## src/rtl/fxp2fp_pkg.sv

```systemverilog
package fxp2fp_pkg;

  typedef enum logic [1:0] {
    RM_NEAR_EVEN = 2'b00,
    RM_TO_ZERO   = 2'b01,
    RM_TO_POS    = 2'b10,
    RM_TO_NEG    = 2'b11
  } rmode_e;

  function automatic logic round_up(input rmode_e mode, input logic neg,
                                    input logic lsb, input logic guard,
                                    input logic sticky);
    case (mode)
      RM_NEAR_EVEN: round_up = guard & (sticky | lsb);
      RM_TO_ZERO:   round_up = 1'b0;
      RM_TO_POS:    round_up = (guard | sticky) & ~neg;
      default:      round_up = (guard | sticky) & neg;
    endcase
  endfunction

endpackage

```

## src/rtl/fxp2fp_lzc.sv

```systemverilog
module fxp2fp_lzc #(
  parameter int W  = 32,
  parameter int CW = $clog2(W + 1)
) (
  input  logic [W-1:0]  vec,
  output logic [CW-1:0] count
);
  always_comb begin
    count = CW'(W);
    for (int i = 0; i < W; i++) begin
      if (vec[i]) count = CW'(W - 1 - i);
    end
  end
endmodule

```

## src/rtl/fxp2fp_norm.sv

```systemverilog
module fxp2fp_norm #(
  parameter int W  = 32,
  parameter int CW = $clog2(W + 1)
) (
  input  logic [W-1:0]  word,
  input  logic          is_unsigned,
  output logic          neg,
  output logic [W-1:0]  mag_norm,
  output logic [CW-1:0] lead_zeros
);
  logic [W-1:0] mag;

  assign neg = ~is_unsigned & word[W-1];
  assign mag = neg ? (~word + W'(1)) : word;

  fxp2fp_lzc #(.W(W), .CW(CW)) u_lzc (
    .vec   (mag),
    .count (lead_zeros)
  );

  assign mag_norm = mag << lead_zeros;
endmodule

```

## src/rtl/fxp2fp_round.sv

```systemverilog
module fxp2fp_round
  import fxp2fp_pkg::*;
#(
  parameter int W       = 32,
  parameter int CW      = $clog2(W + 1),
  parameter int SCALE_W = 5,
  parameter int EXP_W   = 8,
  parameter int FRAC_W  = 23
) (
  input  logic               neg,
  input  logic [W-1:0]       mag_norm,
  input  logic [CW-1:0]      lead_zeros,
  input  logic [SCALE_W-1:0] scale,
  input  rmode_e             mode,
  output logic [EXP_W+FRAC_W:0] result,
  output logic               inexact
);
  localparam int SIG_W    = FRAC_W + 1;
  localparam int DROP     = W - SIG_W;
  localparam int BIAS     = (1 << (EXP_W - 1)) - 1;
  localparam int EXP_BASE = W - 1 + BIAS;

  logic [SIG_W-1:0] sig;
  logic             guard, sticky, inc;
  logic [SIG_W:0]   sum;
  logic             carry, nonzero;
  logic [EXP_W-1:0] exp_field;

  assign sig    = mag_norm[W-1 -: SIG_W];
  assign guard  = mag_norm[DROP-1];
  assign sticky = |mag_norm[DROP-2:0];
  assign inc    = round_up(mode, neg, sig[0], guard, sticky);
  assign sum    = {1'b0, sig} + (SIG_W + 1)'(inc);
  assign carry  = sum[SIG_W];
  // top bit of the normalised magnitude set (or carried) means nonzero
  assign nonzero = sum[SIG_W] | sum[SIG_W-1];

  assign exp_field = EXP_W'(EXP_BASE) - EXP_W'(lead_zeros)
                   - EXP_W'(scale) + EXP_W'(carry);

  // on carry the low fraction bits of sum are already zero
  assign result  = nonzero ? {neg, exp_field, sum[FRAC_W-1:0]} : '0;
  assign inexact = nonzero & (guard | sticky);
endmodule

```

## src/rtl/fxp2fp_cvt.sv

```systemverilog
module fxp2fp_cvt
  import fxp2fp_pkg::*;
#(
  parameter int W       = 32,
  parameter int SCALE_W = 5,
  parameter int EXP_W   = 8,
  parameter int FRAC_W  = 23
) (
  input  logic               clk,
  input  logic               rst,
  input  logic               in_valid,
  input  logic [W-1:0]       in_word,
  input  logic               in_unsigned,
  input  logic [SCALE_W-1:0] in_scale,
  input  logic [1:0]         in_rmode,
  output logic               out_valid,
  output logic [EXP_W+FRAC_W:0] out_result,
  output logic               out_inexact
);
  localparam int CW      = $clog2(W + 1);
  localparam int RES_W   = EXP_W + FRAC_W + 1;
  localparam int BIAS    = (1 << (EXP_W - 1)) - 1;
  localparam int EXP_MIN = BIAS - ((1 << SCALE_W) - 1);
  localparam int EXP_MAX = BIAS + W;

  // stage 1: normalise
  logic          n_neg;
  logic [W-1:0]  n_mag;
  logic [CW-1:0] n_lz;

  fxp2fp_norm #(.W(W), .CW(CW)) u_norm (
    .word        (in_word),
    .is_unsigned (in_unsigned),
    .neg         (n_neg),
    .mag_norm    (n_mag),
    .lead_zeros  (n_lz)
  );

  logic               s1_valid, s1_neg;
  logic [W-1:0]       s1_mag;
  logic [CW-1:0]      s1_lz;
  logic [SCALE_W-1:0] s1_scale;
  rmode_e             s1_mode;

  always_ff @(posedge clk) begin
    if (rst) begin
      s1_valid <= 1'b0;
      s1_neg   <= 1'b0;
      s1_mag   <= '0;
      s1_lz    <= '0;
      s1_scale <= '0;
      s1_mode  <= RM_NEAR_EVEN;
    end else begin
      s1_valid <= in_valid;
      s1_neg   <= n_neg;
      s1_mag   <= n_mag;
      s1_lz    <= n_lz;
      s1_scale <= in_scale;
      s1_mode  <= rmode_e'(in_rmode);
    end
  end

  // shifter and leading-zero counter must agree: top bit set or all zero
  assert_norm_msb_R8: assert property (@(posedge clk) disable iff (rst)
    (s1_valid && (s1_mag != '0)) |-> s1_mag[W-1]);

  // stage 2: round and pack
  logic [RES_W-1:0] r_result;
  logic             r_inexact;

  fxp2fp_round #(
    .W(W), .CW(CW), .SCALE_W(SCALE_W), .EXP_W(EXP_W), .FRAC_W(FRAC_W)
  ) u_round (
    .neg        (s1_neg),
    .mag_norm   (s1_mag),
    .lead_zeros (s1_lz),
    .scale      (s1_scale),
    .mode       (s1_mode),
    .result     (r_result),
    .inexact    (r_inexact)
  );

  always_ff @(posedge clk) begin
    if (rst) begin
      out_valid   <= 1'b0;
      out_result  <= '0;
      out_inexact <= 1'b0;
    end else begin
      out_valid   <= s1_valid;
      out_result  <= r_result;
      out_inexact <= r_inexact;
    end
  end

  // two-cycle latency of the valid
  assert_valid_latency_R9: assert property (@(posedge clk) disable iff (rst)
    (!$past(rst) && !$past(rst, 2)) |-> (out_valid == $past(in_valid, 2)));

  // zero in gives +0 with no inexact
  assert_zero_result_R7: assert property (@(posedge clk) disable iff (rst)
    (!$past(rst) && !$past(rst, 2) && $past(in_valid, 2) && ($past(in_word, 2) == '0))
    |-> (out_result == '0 && !out_inexact));

  // sign bit follows the operand and the signedness select
  assert_sign_follows_R2: assert property (@(posedge clk) disable iff (rst)
    (!$past(rst) && !$past(rst, 2) && $past(in_valid, 2) && ($past(in_word, 2) != '0))
    |-> (out_result[RES_W-1] == ($past(in_word[W-1], 2) & !$past(in_unsigned, 2))));

  assert_unsigned_pos_R3: assert property (@(posedge clk) disable iff (rst)
    (!$past(rst) && !$past(rst, 2) && $past(in_valid, 2) && $past(in_unsigned, 2))
    |-> !out_result[RES_W-1]);

  // exponent field bounded for every nonzero result
  assert_no_overflow_R10: assert property (@(posedge clk) disable iff (rst)
    (out_valid && (out_result[RES_W-2:0] != '0))
    |-> ((int'(out_result[RES_W-2 -: EXP_W]) >= EXP_MIN) &&
         (int'(out_result[RES_W-2 -: EXP_W]) <= EXP_MAX)));
endmodule

```

## config.mk

```make
export PLATFORM = sky130hd
export DESIGN_NAME = fxp2fp_cvt
export DESIGN_NICKNAME = d
export VERILOG_FILES = /design/src/rtl/fxp2fp_pkg.sv /design/src/rtl/fxp2fp_lzc.sv /design/src/rtl/fxp2fp_norm.sv /design/src/rtl/fxp2fp_round.sv /design/src/rtl/fxp2fp_cvt.sv
export SDC_FILE = /design/constraint.sdc
export NUM_CORES = 1
export LEC_CHECK = 0
export ABC_AREA = 0
export BUFFER_PORTS_ARGS = -buffer_cell sky130_fd_sc_hd__buf_2
export CORE_ASPECT_RATIO = 0.7
export CORE_UTILIZATION = 54
export CTS_CLUSTER_SIZE = 12
export DETAILED_ROUTE_END_ITERATION = 10
export PLACE_DENSITY = 0.86
export SKIP_LAST_GASP = 1
export SYNTH_ARGS = -nofsm -noshare
export SYNTH_HDL_FRONTEND = slang
export SYNTH_HIERARCHICAL = 1
export SYNTH_SLANG_ARGS = --single-unit
```

## constraint.sdc

```tcl
create_clock -name clk -period 4.8 [get_ports clk]
set_input_delay 0 -clock clk [delete_from_list [all_inputs] [get_ports clk]]
set_output_delay 0 -clock clk [all_outputs]
set_load 0.01 [all_outputs]
```

# Word level (Yosys, flattened, before mapping)
# Index checks and enable logic that the tools add are counted.
# W data, S select, Z words.
[totals] output_inout_bits=34 in_bits=43 regBits=81
[op_classes] bitwise=12 eq_ne=2 mux=34 n_reduce_logical=3 add_sub_neg=5 n_shift=1
[op_table] op="$mux W6" count=32
[op_table] op="$add A32 B1 Y32 const B" count=1
[op_table] op="$mux W32" count=1
[op_table] op="$not A32 Y32" count=1
[op_table] op="$shl A32 B6 Y32" count=1
[op_table] op="$add A24 B1 Y25" count=1
[op_table] op="$add A8 B1 Y8" count=1
[op_table] op="$sub A8 B5 Y8" count=1
[op_table] op="$sub A8 B6 Y8 const A" count=1
[op_table] op="$reduce_or A7 Y1" count=1
[op_table] op="$and A1 B1 Y1" count=5
[op_table] op="$not A1 Y1" count=3
[op_table] op="$or A1 B1 Y1" count=3
[op_table] op="$pmux W1 S3" count=1
[op_table] op="$eq A2 B1 Y1 const B" count=1
[op_table] op="$eq A2 B2 Y1 const B" count=1
[op_table] op="$logic_not A2 Y1" count=1
[op_table] op="$reduce_or A2 Y1" count=1

# Logic depth before layout (Yosys ltp)
# Gate-level depths: netlist (run 1).
[depth] depth_word=36 mapped_depth=23

# By module
# The synthesis (run 1) kept the hierarchy.
[modules_own_cells] mod="fxp2fp_norm" area_each_um2=3216.8 cells_per_inst=485 instances=1 seq_area_each_um2=0.0
[modules_own_cells] mod="fxp2fp_cvt" area_each_um2=2229.6 cells_per_inst=171 instances=1 seq_area_each_um2=1621.6
[modules_own_cells] mod="fxp2fp_round" area_each_um2=988.4 cells_per_inst=154 instances=1 seq_area_each_um2=0.0
[modules_own_cells] mod="fxp2fp_lzc" area_each_um2=367.9 cells_per_inst=65 instances=1 seq_area_each_um2=0.0

# Worst setup path before layout (run 1)
# Ideal clock, no wire load.
[synth_timing] kind="in2reg" from="in in_word[19]" to="reg s1_mag[25]" n_path_buf=4 stages=19 path_slack_ns=0.291 required_ns=4.735 arrival_time_ns=4.443 cell_sequence="buf_2 or4_4 or3_4 o31ai_2 xnor2_1 nor2_1 o31ai_1 or4_1 nor3_1 a21o_1 clkbuf_1 buf_2 clkbuf_1 nand2_1 o221ai_1 o21ai_0 mux2_2 a221oi_1 nor2b_1"
[synth_via] elab_cells_between_ends=17
[synth_rtl] item="start, declared" line="fxp2fp_cvt.sv:12" source="input logic [W-1:0] in_word,"
[synth_rtl] item="$not A32 Y32" line="fxp2fp_norm.sv:14" source="assign mag = neg ? (~word + W'(1)) : word;"
[synth_rtl] item="$add A32 B1 Y32" line="fxp2fp_norm.sv:14"
[synth_rtl] item="$mux W32" line="fxp2fp_norm.sv:14"
[synth_rtl] item="named net u_norm.mag[27]" line="fxp2fp_norm.sv:11" source="logic [W-1:0] mag;"
[synth_rtl] item="$mux W6 (5 in a row)" line="fxp2fp_lzc.sv:11" source="if (vec[i]) count = CW'(W - 1 - i);"
[synth_rtl] item="named net n_lz[1]" line="fxp2fp_cvt.sv:29" source="logic [CW-1:0] n_lz;"
[synth_rtl] item="$shl A32 B6 Y32" line="fxp2fp_norm.sv:21" source="assign mag_norm = mag << lead_zeros;"
[synth_rtl] item="named net n_mag[25]" line="fxp2fp_cvt.sv:28" source="logic [W-1:0] n_mag;"
[synth_rtl] item="end signal, assigned" line="fxp2fp_cvt.sv:56" source="s1_mag <= n_mag;"
[synth_rtl] item="end, declared" line="fxp2fp_cvt.sv:40" source="logic [W-1:0] s1_mag;"
# The timed path passes the listed nets, and every way through them passes these cells.
# A chain may end at the register's enable or synchronous reset.

# Worst setup path after layout (run 1)
[layout_timing] from="in in_word[0]" to="reg s1_mag[26]"
[layout_via] elab_cells_between_ends=36
[layout_rtl] item="$not A32 Y32" line="fxp2fp_norm.sv:14"
[layout_rtl] item="$add A32 B1 Y32" line="fxp2fp_norm.sv:14"
[layout_rtl] item="$mux W32" line="fxp2fp_norm.sv:14"
[layout_rtl] item="named net u_norm.mag[26]" line="fxp2fp_norm.sv:11"
[layout_rtl] item="$mux W6 (6 in a row)" line="fxp2fp_lzc.sv:11"
[layout_rtl] item="named net n_lz[1]" line="fxp2fp_cvt.sv:29"
[layout_rtl] item="$shl A32 B6 Y32" line="fxp2fp_norm.sv:21"
[layout_rtl] item="named net n_mag[26]" line="fxp2fp_cvt.sv:28"
# The timed path passes the listed nets, and every way through them passes these cells.

==> impl_metrics.env, run 1 <==
export IMPL_rsz0062_at_grt="false"
export IMPL_synth_most_common_cell="nor2_1"
export IMPL_crit_arrival_ps=4840
export IMPL_fin_util_pct=68.3
export IMPL_post_cts_buffers=0
export IMPL_grt_pass1_vias=6486
export IMPL_irDropWorstVdd_uv=274
export IMPL_crit_path_start_kind="primary input"
export IMPL_cts_sinks=81
export IMPL_pin_count=77
export IMPL_power_leakage_nw=3.35
export IMPL_max_freq_ghz=0.219
export IMPL_period_needed_ps=4570
export IMPL_synth_seq_cells=81
export IMPL_syn_to_final_growth_pct=20.3
export IMPL_drt_first_iter_violations=1123
export IMPL_worst_pin_slew_ps=1260
export IMPL_setup_viol=0
export IMPL_report_final_hold_viol_count=0
export IMPL_diodes=0
export IMPL_crit_type="primary input to flip-flop"
export IMPL_avgRoutedWirePerCell_um=18.6
export IMPL_slew_violations=0
export IMPL_synthTopCellsByArea="dfxtp_1, nor2b_1, nor2_1"
export IMPL_vias=7310
export IMPL_crit_chain="buf_2 -> inv_1 -> ha_1 -> nor4b_1 -> buf_4 -> nand3_1 -> o31ai_1 -> xnor2_1 -> nor2_1 -> o31ai_1 -> or4_1 -> nor3_1 -> a21o_2 -> buf_12 -> a31oi_1 -> a32oi_1 -> nor3b_1 -> a21bo_2 -> o22ai_1 -> a2111oi_1 -> nor2b_1"
export IMPL_first_pass_iters=6
export IMPL_cts_resized=0
export IMPL_slew_headroom_pct=15.7
export IMPL_drv_cap=0
export IMPL_fin_tns_setup_ps=0
export IMPL_fillerInstances=989
export IMPL_synth_area_per_cell_sq_um=7.77
export IMPL_grt_max_degree=82
export IMPL_setup_slack_ps=229
export IMPL_hold_buffers=8
export IMPL_gp_congestion=1.04
export IMPL_seq_area_frac_synth_pct=23.8
export IMPL_h_tree_depth=3
export IMPL_hpwlAfterDp_um=16300
export IMPL_required_ps=5070
export IMPL_grt_usage_pct=34.1
export IMPL_dp_cells=1134
export IMPL_drt_antenna_violating_nets=0
export IMPL_power_density_mw_per_mm2=307
export IMPL_timing_final_crit_share_pct=95.2
export IMPL_crit_fanout=60
export IMPL_synth_area_sq_mm=0.00680
export IMPL_drc=0
export IMPL_stdcell_area_sq_mm=0.00818
export IMPL_place_ws_ps=72.3
export IMPL_final_cell_count_no_fill=1158
export IMPL_ys_warn_count=6
export IMPL_crit_top_cell="o31ai_1"
export IMPL_synth_enable_flop_cells=0
export IMPL_grt_antenna_before_repair=1
export IMPL_ys_flop_type="dfxtp_1"
export IMPL_p_total_mw=2.51
export IMPL_routed_wl_um=21500
export IMPL_fp_dieW_um=136
export IMPL_cts_tree="built"
export IMPL_grt_ovfl_total=0
export IMPL_worstSetupEndpointType="flip-flop"
export IMPL_final_layout_size_suffix_gt1_share_pct=23.4
export IMPL_netlist_top_cells_count="nor2_1, nor2b_1, dfxtp_1"
export IMPL_cts_buffers=9
export IMPL_port_buffers=76
export IMPL_crit_slowest_cell="or4_1"
export IMPL_run_status="completed"
export IMPL_fin_skew_ps=6.11
export IMPL_slowest_delay_ps=470
export IMPL_hold_class="primary input to flip-flop"
export IMPL_start_util_pct=56.8
export IMPL_die_h_um=95.9
export IMPL_crit_buf_inv=4
export IMPL_coreArea_sq_mm=0.0120
export IMPL_synth_top_area_share_pct=23.8
export IMPL_place_area_sq_mm=0.00777
export IMPL_crit_family="compound AO/OA/AOI/OAI gates"
export IMPL_syn_inst=875
export IMPL_async_flop_share_pct=0
export IMPL_synth_largest_area_cell="dfxtp_1"
export IMPL_grt_first_pass_wirelength_um=34300
export IMPL_holdWs_ps=332
export IMPL_avgViaCountPerCell=6.31
export IMPL_insertion_delay_ps=330
export IMPL_clock_path_buffers=2
export IMPL_clk_pin_slew_worst_paths_ps=60
export IMPL_yosysUniqueCellTypes=83
export IMPL_syn_nets=932
export IMPL_nets=1053
export IMPL_root_buffer="clkbuf_16"
export IMPL_fp_row_count=33
export IMPL_dieArea_sq_mm=0.0131
## layout by cell type, fill, tap and decap left out, types with 6 or more instances in the layout
master	count
and2_1	9
dfxtp_1	81
nor4_1	15
mux2_2	15
o21ai_0	28
o2111ai_1	6
nand2_1	51
a211oi_1	7
dlygate4sd3_1	8
buf_4	74
or4_1	8
xor2_1	22
xnor2_1	27
nand3_1	28
or3_1	7
o31ai_1	6
ha_1	12
nand4_1	12
inv_1	54
clkbuf_16	9
nor2_1	96
o22ai_1	6
nand2b_1	8
o211ai_1	16
mux2i_1	21
a21oi_1	31
buf_2	76
nor3_1	21
a221oi_1	8
a31oi_1	17
nor2b_1	86
## worst paths after layout
check / end / startpoint / slack (ps) / cells after the start
worst min register to register: out_valid / s1_valid / 440 / 1
worst max-delay path: s1_mag[26] / in_word[0] / 230 / 21
worst max register to register: out_result[28] / s1_mode[1] / 410 / 19
worst min-delay path: out_result[2] / rst / 330 / 3
## layout make-up
class	count	area (sq um)	area share, %
Inverter	56	210	2.57
Timing Repair Buffer	162	1100	13.4
Clock inverter	4	75.1	0.918
Sequential cell	81	1620	19.8
Tap cell	157	196	2.40
Clock buffer	12	256	3.14
Multi-Input combinational cell	686	4730	57.8
## kinds of logic after synthesis
kind of cell / synth area share, %
compound gates: 22.2
xor+xnor: 6.31
fa+ha+maj: 2.80
buf+inv: 7.26
flops: 23.8
mux: 6.90
simple gates: 30.7
## state kept, by name, indices dropped and copies added (netlist names)
signal and flops:
s1_lz 6, s1_neg 1, out_inexact 1, out_valid 1, s1_mode 2, s1_mag 32
s1_valid 1, s1_scale 5, out_result 32
## where the power goes
part | switching [mW] | leakage, nW | internal [mW]
sequential | 0.0531 | 0.666 | 0.741
combinational | 0.546 | 2.53 | 0.419
clock | 0.267 | 0.155 | 0.484
## metal layers
metal | share of wire [%] | vias to the layer above | track usage, %
met5 | 0 | - | 0
met4 | 1.1 | 0 | 6.85
met3 | 14 | 30 | 10.5
met2 | 41 | 475 | 49.3
met1 | 44 | 3399 | 49.2
li1 | - | 3406 | -
## worst register-to-register path, cell delays in order, from the launching register on
cell and delay [ps]:
dfxtp_1 360, nand2_1 80, xnor2_1 120, nor3_1 190, ha_1 280, ha_1 250
nand4_1 240, nor4_2 520, nand4_1 250, fa_1 410, inv_1 90, ha_1 170
inv_1 60, fa_1 390, nor2b_1 220, o21ai_0 120, nand2b_1 120, xnor2_1 120
nor2_1 60, nor2b_1 190
Power figures use the tool's default switching activity.
==> run 2: changes to the inputs <==
- PLACE_DENSITY: 0.86 -> 0.76
==> run 2 against run 1 <==
Against the previous run: via count about the same; die area unchanged; hold slack worse by 21 ps; register-to-register slack gained 90 ps; first-iteration DRC count down 8.5%; global-route usage hardly changed; clock power down 12%; combinational power rose by 2.4%; sequential share of layout area shrank 0.23 points; wire length grew 0.75%; critical path depth is 3 lower.
==> impl_metrics.env, run 2 (same netlist as run 1, synthesis figures left out) <==
export IMPL_fp_row_count=33
export IMPL_port_buffers=76
export IMPL_grt_antenna_before_repair=0
export IMPL_hold_class="primary input to flip-flop"
export IMPL_drc=0
export IMPL_p_total_mw=2.44
export IMPL_crit_path_start_kind="primary input"
export IMPL_first_pass_iters=6
export IMPL_irDropWorstVdd_uv=250
export IMPL_slew_violations=0
export IMPL_setup_slack_ps=178
export IMPL_grt_usage_pct=34.1
export IMPL_cts_buffers=9
export IMPL_slew_headroom_pct=44.6
export IMPL_stdcell_area_sq_mm=0.00828
export IMPL_dp_cells=1153
export IMPL_drt_antenna_violating_nets=0
export IMPL_drv_cap=0
export IMPL_fin_util_pct=69.1
export IMPL_grt_first_pass_wirelength_um=33900
export IMPL_post_cts_buffers=0
export IMPL_max_freq_ghz=0.216
export IMPL_avgRoutedWirePerCell_um=18.4
export IMPL_h_tree_depth=3
export IMPL_rsz0062_at_grt="true"
export IMPL_clock_path_buffers=2
export IMPL_fin_skew_ps=7.39
export IMPL_timing_final_crit_share_pct=96.3
export IMPL_start_util_pct=56.8
export IMPL_cts_sinks=81
export IMPL_cts_tree="built"
export IMPL_vias=7305
export IMPL_period_needed_ps=4620
export IMPL_layout_commonest_cell="nor2_1"
export IMPL_place_ws_ps=-162
export IMPL_root_buffer="clkbuf_16"
export IMPL_insertion_delay_ps=330
export IMPL_crit_slowest_cell="or4_1"
export IMPL_required_ps=5060
export IMPL_slowest_delay_ps=590
export IMPL_power_leakage_nw=3.43
export IMPL_crit_arrival_ps=4890
export IMPL_avgViaCountPerCell=6.20
export IMPL_holdWs_ps=311
export IMPL_final_layout_size_suffix_gt1_share_pct=25.0
export IMPL_pin_count=77
export IMPL_final_cell_count_no_fill=1178
export IMPL_reg_largest_list="out_result: 32 flops, s1_mag: 32 flops, s1_lz: 6 flops"
export IMPL_grt_max_degree=82
export IMPL_fin_tns_setup_ps=0
export IMPL_die_h_um=95.9
export IMPL_grt_ovfl_total=0
export IMPL_crit_type="primary input to flip-flop"
export IMPL_dieArea_sq_mm=0.0131
export IMPL_fillerInstances=1010
export IMPL_coreArea_sq_mm=0.0120
export IMPL_power_density_mw_per_mm2=295
export IMPL_worst_pin_slew_ps=810
export IMPL_report_final_hold_viol_count=0
export IMPL_layout_common_cells="nor2_1, buf_4, nor2b_1"
export IMPL_place_area_sq_mm=0.00789
export IMPL_run_status="completed"
export IMPL_crit_fanout=15
export IMPL_drt_first_iter_violations=1028
export IMPL_setup_viol=0
export IMPL_fp_dieW_um=136
export IMPL_nets=1072
export IMPL_gp_congestion=0.998
export IMPL_clk_pin_slew_worst_paths_ps=60
export IMPL_grt_pass1_vias=6365
export IMPL_syn_to_final_growth_pct=21.7
export IMPL_crit_chain="buf_2 -> or4_1 -> or3_4 -> o21ai_2 -> xor2_1 -> inv_1 -> nor3_1 -> o21a_1 -> buf_4 -> o2111ai_1 -> a221oi_4 -> buf_4 -> mux2_2 -> mux2_2 -> o221ai_1 -> o211ai_1 -> a2111oi_1 -> nor2b_1"
export IMPL_routed_wl_um=21600
export IMPL_hpwlAfterDp_um=16800
export IMPL_worstSetupEndpointType="flip-flop"
==> run 2: changes by cell type in the layout (fill, tap and decap cells not counted), moves of 2 or more <==
cell | before | now
buf_12 | 4 | 2
buf_4 | 74 | 95
clkbuf_8 | 2 | 0
clkinv_2 | 0 | 2
==> run 2: final timing paths <==
check | from | endpoint | slack [ps] | cells past startpoint
max | in_word[14] | s1_mag[29] | 180 | 18
min | rst | out_result[0] | 310 | 3
max reg2reg | s1_mode[1] | out_result[28] | 500 | 19
min reg2reg | s1_valid | out_valid | 440 | 1
==> run 2: critical path, delay by kind of cell <==
family | cells | cell delay [ps]
buffers and inverters | 4 | 630
AND/OR/NAND/NOR | 4 | 1510
XOR/XNOR | 1 | 230
multiplexers | 2 | 640
AO/OA/AOI/OAI | 7 | 1890
==> run 2: what timing repair did <==
item,CTS,global route
gates resized for setup,0,4
hold buffers,8,0
endpoints found under the setup margin,0,9
endpoints found under the hold margin,8,0
==> run 2: final cells by class <==
class	instances	area, sq um	share of cell area, %
clock inverter	5	56.3	0.680
antenna	1	2.50	0.0302
multi-input combinational	686	4740	57.3
tap	157	196	2.37
clock buffer	11	233	2.81
timing repair buffer	181	1210	14.7
inverter	56	210	2.54
sequential	81	1620	19.6
==> run 2: metal layers <==
layer | global-route usage, % | vias to the layer above | wire [um]
li1 | - | 3454 | -
met1 | 52.4 | 3411 | 10500
met2 | 44.4 | 410 | 8120
met3 | 11.9 | 30 | 2790
met4 | 5.74 | 0 | 221
met5 | 0 | - | 0
==> run 2: where the power goes <==
part           switching (mW)  internal (mW)  total, mW
combinational           0.555          0.432      0.988
clock                   0.258          0.402      0.660
sequential             0.0507          0.741      0.792
total                   0.864           1.57       2.44
